`src/rtl/wp_pkg.sv`:
```
package wp_pkg;

    typedef enum logic [1:0] {
        SEL_LEVEL = 2'd0,
        SEL_PULSE = 2'd1,
        SEL_LEN   = 2'd2,
        SEL_BIAS  = 2'd3
    } cfg_sel_e;

    typedef enum logic {
        MODE_BIAS   = 1'b0,
        MODE_INRUSH = 1'b1
    } drive_mode_e;

    function automatic int max_of3(input int a, input int b, input int c);
        int m;
        m = (a > b) ? a : b;
        return (m > c) ? m : c;
    endfunction

endpackage

```
`src/rtl/wp_cfg_regs.sv`:
```
module wp_cfg_regs #(
    parameter int ADC_W    = 10,
    parameter int CODE_W   = 7,
    parameter int DUR_W    = 8,
    parameter int DATA_W   = 10,
    parameter int BIAS_MAX = 74,
    parameter int RST_LVL  = 512,
    parameter int RST_PLS  = 40,
    parameter int RST_LEN  = 4,
    parameter int RST_BIAS = 10
) (
    input  logic              clk,
    input  logic              rst,
    input  logic              wr_en,
    input  logic [1:0]        wr_sel,
    input  logic [DATA_W-1:0] wr_data,
    output logic [ADC_W-1:0]  level_o,
    output logic [CODE_W-1:0] pulse_o,
    output logic [DUR_W-1:0]  len_o,
    output logic [CODE_W-1:0] bias_o
);
    import wp_pkg::*;

    localparam logic [CODE_W-1:0] BIAS_CAP = CODE_W'(BIAS_MAX);

    logic [CODE_W-1:0] bias_field;
    logic [CODE_W-1:0] bias_sat;
    cfg_sel_e          sel;

    assign sel        = cfg_sel_e'(wr_sel);
    assign bias_field = wr_data[CODE_W-1:0];
    assign bias_sat   = (bias_field > BIAS_CAP) ? BIAS_CAP : bias_field;

    always_ff @(posedge clk) begin
        if (rst) begin
            level_o <= ADC_W'(RST_LVL);
            pulse_o <= CODE_W'(RST_PLS);
            len_o   <= DUR_W'(RST_LEN);
            bias_o  <= CODE_W'(RST_BIAS);
        end else if (wr_en) begin
            case (sel)
                SEL_LEVEL: level_o <= wr_data[ADC_W-1:0];
                SEL_PULSE: pulse_o <= wr_data[CODE_W-1:0];
                SEL_LEN:   len_o   <= wr_data[DUR_W-1:0];
                SEL_BIAS:  bias_o  <= bias_sat;
                default:   ;
            endcase
        end
    end

endmodule

```
`src/rtl/wp_edge_detect.sv`:
```
module wp_edge_detect #(
    parameter int ADC_W = 10
) (
    input  logic             clk,
    input  logic             rst,
    input  logic             valid,
    input  logic [ADC_W-1:0] sample,
    input  logic [ADC_W-1:0] level,
    output logic             hit_o
);
    logic armed;
    logic at_or_above;

    assign at_or_above = (sample >= level);
    assign hit_o       = valid && armed && at_or_above;

    always_ff @(posedge clk) begin
        if (rst) begin
            armed <= 1'b1;
        end else if (valid) begin
            armed <= !at_or_above;
        end
    end

endmodule

```
`src/rtl/wp_pulse_timer.sv`:
```
module wp_pulse_timer #(
    parameter int CODE_W = 7,
    parameter int DUR_W  = 8
) (
    input  logic              clk,
    input  logic              rst,
    input  logic              valid,
    input  logic              hit,
    input  logic [DUR_W-1:0]  len,
    input  logic [CODE_W-1:0] pulse_code,
    output wp_pkg::drive_mode_e mode_o,
    output logic [CODE_W-1:0] held_code_o,
    output logic [DUR_W-1:0]  remain_o
);
    import wp_pkg::*;

    localparam logic [DUR_W-1:0] LAST = DUR_W'(1);

    always_ff @(posedge clk) begin
        if (rst) begin
            mode_o      <= MODE_BIAS;
            remain_o    <= '0;
            held_code_o <= '0;
        end else begin
            case (mode_o)
                MODE_BIAS: begin
                    if (hit && (len != '0)) begin
                        mode_o      <= MODE_INRUSH;
                        remain_o    <= len;
                        held_code_o <= pulse_code;
                    end
                end
                MODE_INRUSH: begin
                    if (valid) begin
                        if (remain_o == LAST) begin
                            mode_o   <= MODE_BIAS;
                            remain_o <= '0;
                        end else begin
                            remain_o <= remain_o - LAST;
                        end
                    end
                end
                default: mode_o <= MODE_BIAS;
            endcase
        end
    end

endmodule

```
`src/rtl/wetting_pulse_ctrl.sv`:
```
module wetting_pulse_ctrl #(
    parameter int ADC_W    = 10,
    parameter int CODE_W   = 7,
    parameter int DUR_W    = 8,
    parameter int BIAS_MAX = 74,
    parameter int RST_LVL  = 512,
    parameter int RST_PLS  = 40,
    parameter int RST_LEN  = 4,
    parameter int RST_BIAS = 10,
    localparam int DATA_W  = wp_pkg::max_of3(ADC_W, CODE_W, DUR_W)
) (
    input  logic              clk,
    input  logic              rst,
    input  logic              cfg_wr,
    input  logic [1:0]        cfg_sel,
    input  logic [DATA_W-1:0] cfg_data,
    input  logic              sample_valid,
    input  logic [ADC_W-1:0]  sample,
    output logic              inrush_active,
    output logic [CODE_W-1:0] cur_code
);
    import wp_pkg::*;

    logic [ADC_W-1:0]  level_q;
    logic [CODE_W-1:0] pulse_q;
    logic [DUR_W-1:0]  len_q;
    logic [CODE_W-1:0] bias_q;
    logic              cross_hit;
    drive_mode_e       mode;
    logic [CODE_W-1:0] held_code;
    logic [DUR_W-1:0]  remain;

    wp_cfg_regs #(
        .ADC_W(ADC_W), .CODE_W(CODE_W), .DUR_W(DUR_W), .DATA_W(DATA_W),
        .BIAS_MAX(BIAS_MAX), .RST_LVL(RST_LVL), .RST_PLS(RST_PLS),
        .RST_LEN(RST_LEN), .RST_BIAS(RST_BIAS)
    ) u_regs (
        .clk(clk), .rst(rst), .wr_en(cfg_wr), .wr_sel(cfg_sel), .wr_data(cfg_data),
        .level_o(level_q), .pulse_o(pulse_q), .len_o(len_q), .bias_o(bias_q)
    );

    wp_edge_detect #(.ADC_W(ADC_W)) u_edge (
        .clk(clk), .rst(rst), .valid(sample_valid), .sample(sample),
        .level(level_q), .hit_o(cross_hit)
    );

    wp_pulse_timer #(.CODE_W(CODE_W), .DUR_W(DUR_W)) u_timer (
        .clk(clk), .rst(rst), .valid(sample_valid), .hit(cross_hit),
        .len(len_q), .pulse_code(pulse_q),
        .mode_o(mode), .held_code_o(held_code), .remain_o(remain)
    );

    assign inrush_active = (mode == MODE_INRUSH);
    assign cur_code      = inrush_active ? held_code : bias_q;

endmodule

```
`config.mk`:
```
export PLATFORM = sky130hd
export DESIGN_NAME = wetting_pulse_ctrl
export DESIGN_NICKNAME = d
export VERILOG_FILES = /design/src/rtl/wp_pkg.sv /design/src/rtl/wp_cfg_regs.sv /design/src/rtl/wp_edge_detect.sv /design/src/rtl/wp_pulse_timer.sv /design/src/rtl/wetting_pulse_ctrl.sv
export SDC_FILE = /design/constraint.sdc
export NUM_CORES = 1
export LEC_CHECK = 0
export ABC_AREA = 1
export BUFFER_PORTS_ARGS = -buffer_cell sky130_fd_sc_hd__buf_2
export CAP_MARGIN = 20
export CORE_AREA = 4 4 97 99
export CTS_CLUSTER_SIZE = 40
export DETAILED_ROUTE_END_ITERATION = 16
export DIE_AREA = 0 0 101 103
export PLACE_DENSITY_LB_ADDON = 0.3
export SYNTH_ARGS = -nofsm -noshare
export SYNTH_HDL_FRONTEND = slang
export SYNTH_HIERARCHICAL = 1
export SYNTH_SLANG_ARGS = --single-unit
```
`constraint.sdc`:
```
create_clock -name clk -period 4.3 [get_ports clk]
set_input_delay 0.43 -clock clk [delete_from_list [all_inputs] [get_ports clk]]
set_output_delay 0.43 -clock clk [all_outputs]
set_load 0.005 [all_outputs]
```
Word level (Yosys, flattened, before mapping)
Cells that the tools add are included.
- logic and storage cells: 40
- register bits after elaboration: 49
- bits of input ports: 26
- output and inout bits: 8
- reductions and logical operators: 12
- bitwise gates (word level): 1
- equal/unequal tests: 6
- $add $sub $neg: 1
- muxes and demuxes: 10
- $lt $le $gt $ge: 2
- operators with widths (operator ; count):
    8-bit 2-to-1 mux ; 3
    8-bit case mux with 2 select lines ; 1
    7-bit 2-to-1 mux ; 2
    2-bit AND reduction ; 6
    10-bit >= comparator ; 1
    8-bit by 1-bit == test with 1-bit output (second input constant) ; 1
    8-bit nonzero test ; 1
    8-bit by 1-bit subtractor with 8-bit output (second input constant) ; 1
    7-bit greater-than comparator (second input constant) ; 1
    2-bit == test (second input constant) ; 2
    1-bit logical AND ; 3
    1-bit 2-to-1 mux ; 3
    2-bit by 1-bit == test with 1-bit output (second input constant) ; 1
    2-bit zero test ; 1
    2-bit by 1-bit != test with 1-bit output (second input constant) ; 1
    2-bit != test (second input constant) ; 1
    1-bit case mux with 2 select lines ; 1
    1-bit zero test ; 1
    1-bit inverter ; 1

Logic depth before layout (Yosys ltp)
Gate-level depths: netlist of the first run.
- depth in word-level cells: 5
- gate-level depth with buffers: 17
- mapped depth without buffers: 17

By module
The synthesis of the first run kept the hierarchy.
- by module, submodules not included (module ; instances ; sequential area each (sq um) ; area an instance (sq um) ; cells each):
    wp_cfg_regs ; 1 ; 640.6 ; 1142.3 ; 145
    wp_pulse_timer ; 1 ; 320.3 ; 930.9 ; 151
    wp_edge_detect ; 1 ; 20.0 ; 325.3 ; 55
    wetting_pulse_ctrl ; 1 ; 0.0 ; 93.8 ; 23

Least setup slack after synthesis of the first run
Ideal clock, no wire load.
- path kind: input to register
- start point: input sample[9]
- end point: register u_timer.remain_o[6]
- buffers on the path: 1
- slack: 2.496 ns
- setup time: 0.112 ns
- arrival: 1.692 ns
- stages on the path: 13
- required time: 4.188 ns
- cell sequence: ha_1 a21o_1 nor2_1 nand3_1 nand2_1 inv_1 inv_1 nor2_2 o21ai_4 buf_6 nand3_1 nand2_1 nor2_1
- longest elaborated chain between the ends: 5
- ends and longest elaborated chain (element ; line ; RTL):
    from (decl) ; wetting_pulse_ctrl.sv:18 ; input logic [ADC_W-1:0] sample,
    10-bit >= comparator ; wp_edge_detect.sv:14 ; assign at_or_above = (sample >= level);
    1-bit logical AND ; wp_edge_detect.sv:15 ; assign hit_o = valid && armed && at_or_above;
    net cross_hit ; wetting_pulse_ctrl.sv:28 ; logic cross_hit;
    1-bit logical AND ; wp_pulse_timer.sv:27 ; if (hit && (len != '0)) begin
    2-bit by 1-bit != test with 1-bit output (no source line) ; n/a ;
    2-bit AND reduction (no source line) ; n/a ;
    to (signal assigned) ; wp_pulse_timer.sv:29 ; remain_o <= len;
    to (signal assigned) ; wp_pulse_timer.sv:39 ; remain_o <= remain_o - LAST;
    to (decl) ; wp_pulse_timer.sv:13 ; output logic [DUR_W-1:0] remain_o
The timed path passes the listed nets, and every way through them passes these cells.
A chain may end at the register's enable or synchronous reset.

Worst setup path after layout of the first run
- start point: register u_regs.level_o[9]
- end point: register u_timer.held_code_o[6]
- longest elaborated chain between the ends: 4
- ends and longest elaborated chain (element ; line ; RTL):
    from (decl) ; wp_cfg_regs.sv:17 ; output logic [ADC_W-1:0] level_o,
    from (signal assigned) ; wp_cfg_regs.sv:36 ; level_o <= ADC_W'(RST_LVL);
    from (signal assigned) ; wp_cfg_regs.sv:42 ; SEL_LEVEL: level_o <= wr_data[ADC_W-1:0];
    10-bit >= comparator ; wp_edge_detect.sv:14 ;
    1-bit logical AND ; wp_edge_detect.sv:15 ;
    net cross_hit ; wetting_pulse_ctrl.sv:28 ;
    1-bit logical AND ; wp_pulse_timer.sv:27 ;
    2-bit AND reduction (no source line) ; n/a ;
    to (signal assigned) ; wp_pulse_timer.sv:30 ; held_code_o <= pulse_code;
    to (decl) ; wp_pulse_timer.sv:12 ; output logic [CODE_W-1:0] held_code_o,
The timed path passes the listed nets, and every way through them passes these cells.

==> results of run 1 <==
## power groups by stage
stage               Sequential, mW  Combinational (mW)  Clock, mW
floorplan                    0.517               0.180          0
global placement             0.526               0.230          0
detailed placement           0.526               0.233          0
CTS                          0.516               0.235      0.307
global route                 0.521               0.274      0.327
finish                       0.515               0.233      0.296
## cell type report
| cell class | count | share of cell area |
|---|---|---|
| Sequential cell | 49 | 0.346 |
| Timing Repair Buffer | 33 | 0.0583 |
| Clock buffer | 6 | 0.0291 |
| Multi-Input combinational cell | 273 | 0.456 |
| Inverter | 43 | 0.0570 |
| Tap cell | 108 | 0.0477 |
| Clock inverter | 2 | 0.00618 |
## synth_stat cells
master	count
a21oi_1	23
inv_1	38
o21ai_0	26
nor2_2	2
o211ai_1	2
xor2_1	2
o21ai_1	9
clkbuf_4	1
nand3_1	15
dfxtp_1	49
nand4_1	2
ha_1	12
a21o_1	1
inv_2	4
nand2_1	98
nand3_2	1
clkbuf_1	3
nand2_2	1
clkinv_1	1
buf_6	2
o21ai_2	2
o21ai_4	1
nor2_1	75
nand2_4	1
buf_2	2
buf_4	1
## routing by layer
layer / wire, um / vias up / part of all wire
met3: 182 / 5 / 0.031
met5: 0 / - / 0
li1: - / 1240 / -
met1: 2870 / 1020 / 0.49
met2: 2760 / 27 / 0.47
met4: 53 / 0 / 0.0090
## through the flow
| stage | hold slack [ps] | cell area [sq um] | total power, mW | utilization | setup WS, ps |
|---|---|---|---|---|---|
| floorplan | 434 | 2490 | 0.696 | - | 2500 |
| global placement | 458 | 2730 | 0.756 | 0.320 | 2130 |
| detailed placement | 464 | 2730 | 0.760 | 0.320 | 2070 |
| CTS | 327 | 2830 | 1.06 | 0.331 | 2230 |
| global route | 341 | 2830 | 1.12 | 0.331 | 1960 |
| finish | 329 | 2830 | 1.04 | 0.331 | 2260 |
## cells by family after synthesis
group / Yosys count
fa+ha+maj: 12
buf+inv: 52
simple gates: 195
compound gates: 64
flops: 49
xor+xnor: 2
## final timing paths
| path | from | to | slack (ps) |
|---|---|---|---|
| hold / removal | cfg_data[9] | u_regs/level_o[9] | 330 |
| setup reg to reg | u_regs/level_o[9] | u_timer/held_code_o[6] | 2260 |
| hold reg to reg | u_regs/level_o[9] | u_regs/level_o[9] | 490 |
| setup / recovery | u_regs/level_o[9] | u_timer/held_code_o[6] | 2260 |
## worst min-delay path: cells and delay by family
family	cells	cell delay, ps
buffers and inverters	1	80
and+or+nand+nor	2	90
## flip-flops by register name (all words and copies together), names as in the netlist
| name | flops |
|---|---|
| u_regs/level_o | 10 |
| u_regs/len_o | 8 |
| u_timer/remain_o | 8 |
| u_regs/bias_o | 7 |
| u_regs/pulse_o | 7 |
| u_timer/held_code_o | 7 |
| u_edge/armed | 1 |
| u_timer/mode_o | 1 |
==> impl_results.md, run 1 <==
* Core area at approximately 0.0086 sq mm
* Area grow syn2layout at 13.7%
* Hold_buf cts at 0
* DR vias/cell at approximately 4.5
* Most common cell after layout, fill and taps aside: nand2_1
* Post-CTS sizing at 0
* Die ar. at ~0.010 sq mm
* CTS tree: yes
* Synthesized area per cell at approximately 6.7 sq um
* Most frequent CP cell: inv_1
* Post-route ant nets at 0
* Synth cell types at 26
* Total track usage at 0.120
* Flops & latches, synth at slightly below 50
* Mux cell area share after synthesis at 0
* Post-synthesis adder-cell area fraction at 0.0602
* RePlAce Congestion at 0.788
* Final hold vios at 0
* Largest stage delay on the critical path at approximately 340 ps
* Reg area at 981 sq um
* Synth Area in XOR/XNOR at 0.00703
* Clock root buffer: clkbuf_8
* Clk pwr share at 0.283
* Buf/Inv on CP at 4
* Slew headroom at 0.503
* Combinational power share at 0.223
* Worst path arrival time at about 2200 ps
* Final Non-Filler Cells at 514
* Worst path depth at 13
* Largest family of logic cells by synthesized area: simple AND/OR/NAND/NOR gates
* NetSw at about 0.33 mW
* Delay-heaviest family, CP: simple AND/OR/NAND/NOR gates
* P_leak at 1.40 nW
* Via count at about 2300
* Clock transition at path regs at 90 ps
* Top-area cell type share of the netlist area at 0.394
* Worst-Skew Late Latency at 300 ps
* Sequential share of power at 0.494
* Met3 Use GR at 0.0250
* Htree depth at 2
* Sink Count at just under 50
* Sequential-to-total area share from yosys stat at 0.394
* VDD IR-drop max at about 0.00016 V
* Multi-input gate area at ~0.0013 sq mm
* Sw Ratio at 0.320
* DRC violations left at 0
* Worst Hold Depth at 3
* HP Class: input pin to register
* First drt pass iteration count at 4
* Post-synthesis cell area at ~0.0025 sq mm
* Worst-Margin Slew at around 740 ps
* Global-route wire length before repair at 9980 um
* Pint at around 0.71 mW
* Initial Util at 0.291
* CP cell instances: inv_1, ha_1, a21o_1, nor2_1, nand3_1, nand2_1, inv_1, inv_1, nor2_2, o21ai_4, inv_1, nor2_1, nor2_1
* CP Class: register to register
* Post-Synthesis Cells at 374
* Hpwl dp at 4480 um
* Slowest cell on crit path: dfxtp_1
* Area leader, netlist: dfxtp_1
* Wire length per cell at between 10 and 15 um
* Post-synthesis net count at approximately 410
* Post-Route Setup TNS at 0 ps
* Total wire length at just under 6000 um
* Unrepaired setup endpoints after global routing: no
* Fillers at a little under 1000
* Nets at ~440
* Critical Path RT at ~4500 ps
* Reg2Reg Depth at 13
* Post-Synth Simple-Gate Area at 0.312
* TritonCTS Buffers at 5
* Crit path time final at roughly 2000 ps
* CP max FO at 17
* Setup crit start kind: register
* Buffers on Ports at 33
* Cells after DPL at approximately 500
* Share of post-route cells with drive strength above 1 at 0.131
* Pins Over Slew Limit at 0
* Die X at a little over 100 um
* Synth Area in Compound Gates at 0.139
* Met1 Use GR at 0.155
* Row count at 34
* Top cells by area, synth: dfxtp_1, nand2_1, nor2_1
* Clock Skews at roughly 8.5 ps
* Fmax at between 400 and 500 MHz
* Crit. End Element: register
* Final Setup Violations at 0
* Grt ovf at 0
* Most frequent cells in the layout: nand2_1, nor2_1, dfxtp_1
* Met2 Use GR at 0.204
* Synth Warn # at 6
* Tcrit/Tclk final at 0.475
* Postcts setup bufs at 0
* Gr busiest metal: met2
* Die height at just over 100 um
* Status: finished clean
* N_diodes at 0
* Max clock buf depth at 2
* Power per Cell Area at ~370 mW/mm^2
* Initial antenna violation count at 0
* Drt first-iter violations at 88
* Max cap viols at 0
* Pin count of the biggest net entering global routing at 31
* Vias in the first global route at about 2200
* I/O Pins at 34
Power figures use the tool's default switching activity.
==> inputs of run 2 (changes only) <==
Clock period 4.3 ns to 2.1 ns, I/O delays scaled along.
==> run 2 against run 1 <==
Net effect:
- register-to-register slack got worse by 2100 ps
- sequential share of layout area decreased by 0.92 points
- combinational power increased by 120%
- final cell count increased by 1.6%
- sequential power increased by 100%
- largest power group unchanged
==> impl_results.md, run 2 (synthesis results as in run 1) <==
* Crit path time final at 1940 ps (-99.4 ps)
* Share of post-route cells with drive strength above 1 at 0.159 (+0.0289)
* DRC violations left at 0 (unchanged)
* Most frequent cells in the layout: nand2_1, nor2_1, dfxtp_1
* Multi-input gate area at 0.00133 sq mm (+2.6%)
* Setup crit start kind: register
* Vias in the first global route at 2179 (-0.82%)
* Initial Util at 0.291 (unchanged)
* Final Total Pwr at 2.17 mW (+110%)
* I/O Pins at 34 (unchanged)
* Clock root buffer: clkbuf_8
* Pins Over Slew Limit at 0 (unchanged)
* Via count at 2344 (+2.3%)
* Most common cell after layout, fill and taps aside: nand2_1
* Worst-Skew Late Latency at 300 ps (about the same)
* Core area at 0.00855 sq mm (unchanged)
* Power per Cell Area at 741 mW/mm^2 (+100%)
* Die X at 101 um (unchanged)
* Row count at 34 (unchanged)
* First drt pass iteration count at 7 (+3)
* HP Class: input pin to register
* Final Non-Filler Cells at 522 (+1.6%)
* Worst-Margin Slew at 605 ps (-139 ps)
* Slew headroom at 0.595 (+0.0917)
* Fillers at 918 (-5.6%)
* Critical Path RT at 2300 ps (-2200 ps)
* P_leak at 1.43 nW (+2.2%)
* Buffers on Ports at 33 (unchanged)
* DP Area at 0.00276 sq mm (+0.82%)
* Htree depth at 2 (unchanged)
* Grt ovf at 0 (unchanged)
* Total track usage at 0.120 (about the same)
* Status: finished clean
* Max clock buf depth at 2 (unchanged)
* Wire length per cell at 11.7 um (+2.7%)
* N_diodes at 0 (unchanged)
* Final Setup Violations at 0 (unchanged)
* Sink Count at 49 (unchanged)
* RePlAce Congestion at 0.831 (+5.5%)
* Largest regs: u_regs/level_o (10), u_regs/len_o (8), u_timer/remain_o (8)
* Max cap viols at 0 (unchanged)
* Reg area at 985 sq um (+0.38%)
* Drt first-iter violations at 103 (+17%)
* Tcrit/Tclk final at 0.925 (+0.450)
* Pin count of the biggest net entering global routing at 29 (-6.5%)
* Worst Hold Margin at 99.6 ps (-230 ps)
* DR vias/cell at 4.49 (+0.70%)
* Hpwl dp at 4500 um (+0.48%)
* Most frequent CP cell: inv_1
* TritonCTS Buffers at 5 (unchanged)
* Cells after DPL at 509 (+0.59%)
* Die height at 103 um (unchanged)
* CTS tree: yes
* Met2 Use GR at 0.202 (-0.00152)
* Initial antenna violation count at 0 (unchanged)
* Global-route wire length before repair at 10000 um (+0.34%)
* Crit. End Element: register
* Worst path arrival time at 2140 ps (-100 ps)
* Final hold vios at 0 (unchanged)
* CP Class: register to register
* Met1 Use GR at 0.159 (+0.00448)
* Area grow syn2layout at 17.3%
* Largest stage delay on the critical path at 340 ps (about the same)
* Total wire length at 6110 um (+4.3%)
* Top reg by flops: u_regs/level_o
* Nets at 451 (+1.8%)
* Delay-heaviest family, CP: simple AND/OR/NAND/NOR gates
* Buf/Inv on CP at 4 (unchanged)
* Clock transition at path regs at 100 ps (about the same)
* VDD IR-drop max at 0.000353 V (+130%)
* Fmax at 515 MHz (+5.1%)
* Die ar. at 0.0104 sq mm (unchanged)
* Met3 Use GR at 0.0244 (-0.000677)
* Slowest cell on crit path: dfxtp_2
* Clock Skews at 12.8 ps (+4.34 ps)
* Post-route cell area at 0.00292 sq mm (+3.1%)
* CP max FO at 8 (-9)
* Gr busiest metal: met2
* Post-route ant nets at 0 (unchanged)
* Max reg flops at 10 (unchanged)
* CP cell instances: inv_1, ha_1, a21o_1, nor2_1, nand3_1, nand2_1, inv_1, inv_1, nor2_4, o21ai_4, buf_4, nand3_1, nand2_1, nor2_1
## run 2: changes by cell type in the layout (fill, tap and decap cells not counted), sizes merged
| cell | delta |
|---|---|
| buf | +7 |
| o21ai | +1 |
| clkinvlp | +1 |
| clkinv | -1 |
## run 2: layout make-up
class                   count  area share
clock buffers               6      0.0283
inverters                  43      0.0552
flip-flops and latches     49       0.337
repair buffers             40      0.0745
clock inverters             2     0.00557
well taps                 108      0.0462
multi-input cells         274       0.453
## run 2: power breakdown
group,switching [mW],internal [mW]
registers,0.0506,1.00
logic,0.319,0.199
clock network,0.326,0.272
## run 2: layer usage
layer	routed length (um)	vias up
li1	-	1257
met1	2950	1035
met2	2870	47
met3	257	5
met4	39	0
met5	0	-
## run 2: worst register-to-register path, cell delays in order, from the launching register on
cell and delay (ps):
dfxtp_2 340, inv_1 40, ha_1 300, a21o_1 190, nor2_1 140, nand3_1 100, nand2_1 70, inv_1 40
inv_1 80, nor2_4 50, o21ai_4 140, buf_4 180, nand3_1 60, nand2_1 70, nor2_1 50
## run 2: per-stage QoR
stage | TNS [ps] | worst slack [ps] | utilization
2_1_floorplan | 0 | 398 | -
3_3_place_gp | 0 | 160 | 0.322
3_5_place_dp | 0 | 100 | 0.322
4_1_cts | 0 | 69.6 | 0.334
5_1_grt | -53.5 | -20.5 | 0.342
6_report | 0 | 158 | 0.342
## run 2: timing repair
action	4_1_cts	5_1_grt
endpoints found under the hold margin	0	0
endpoints found under the setup margin	0	15
hold buffers	0	0
buffers inserted	0	4
resized for setup	0	7
## run 2: worst paths after layout
path	from	to	slack [ps]	cells after the start
worst max-delay path	u_regs/level_o[9]	u_timer/remain_o[7]	160	14
worst min-delay path	cfg_data[9]	u_regs/level_o[9]	100	3
worst max register to register	u_regs/level_o[9]	u_timer/remain_o[7]	160	14
worst min register to register	u_regs/level_o[9]	u_regs/level_o[9]	470	2
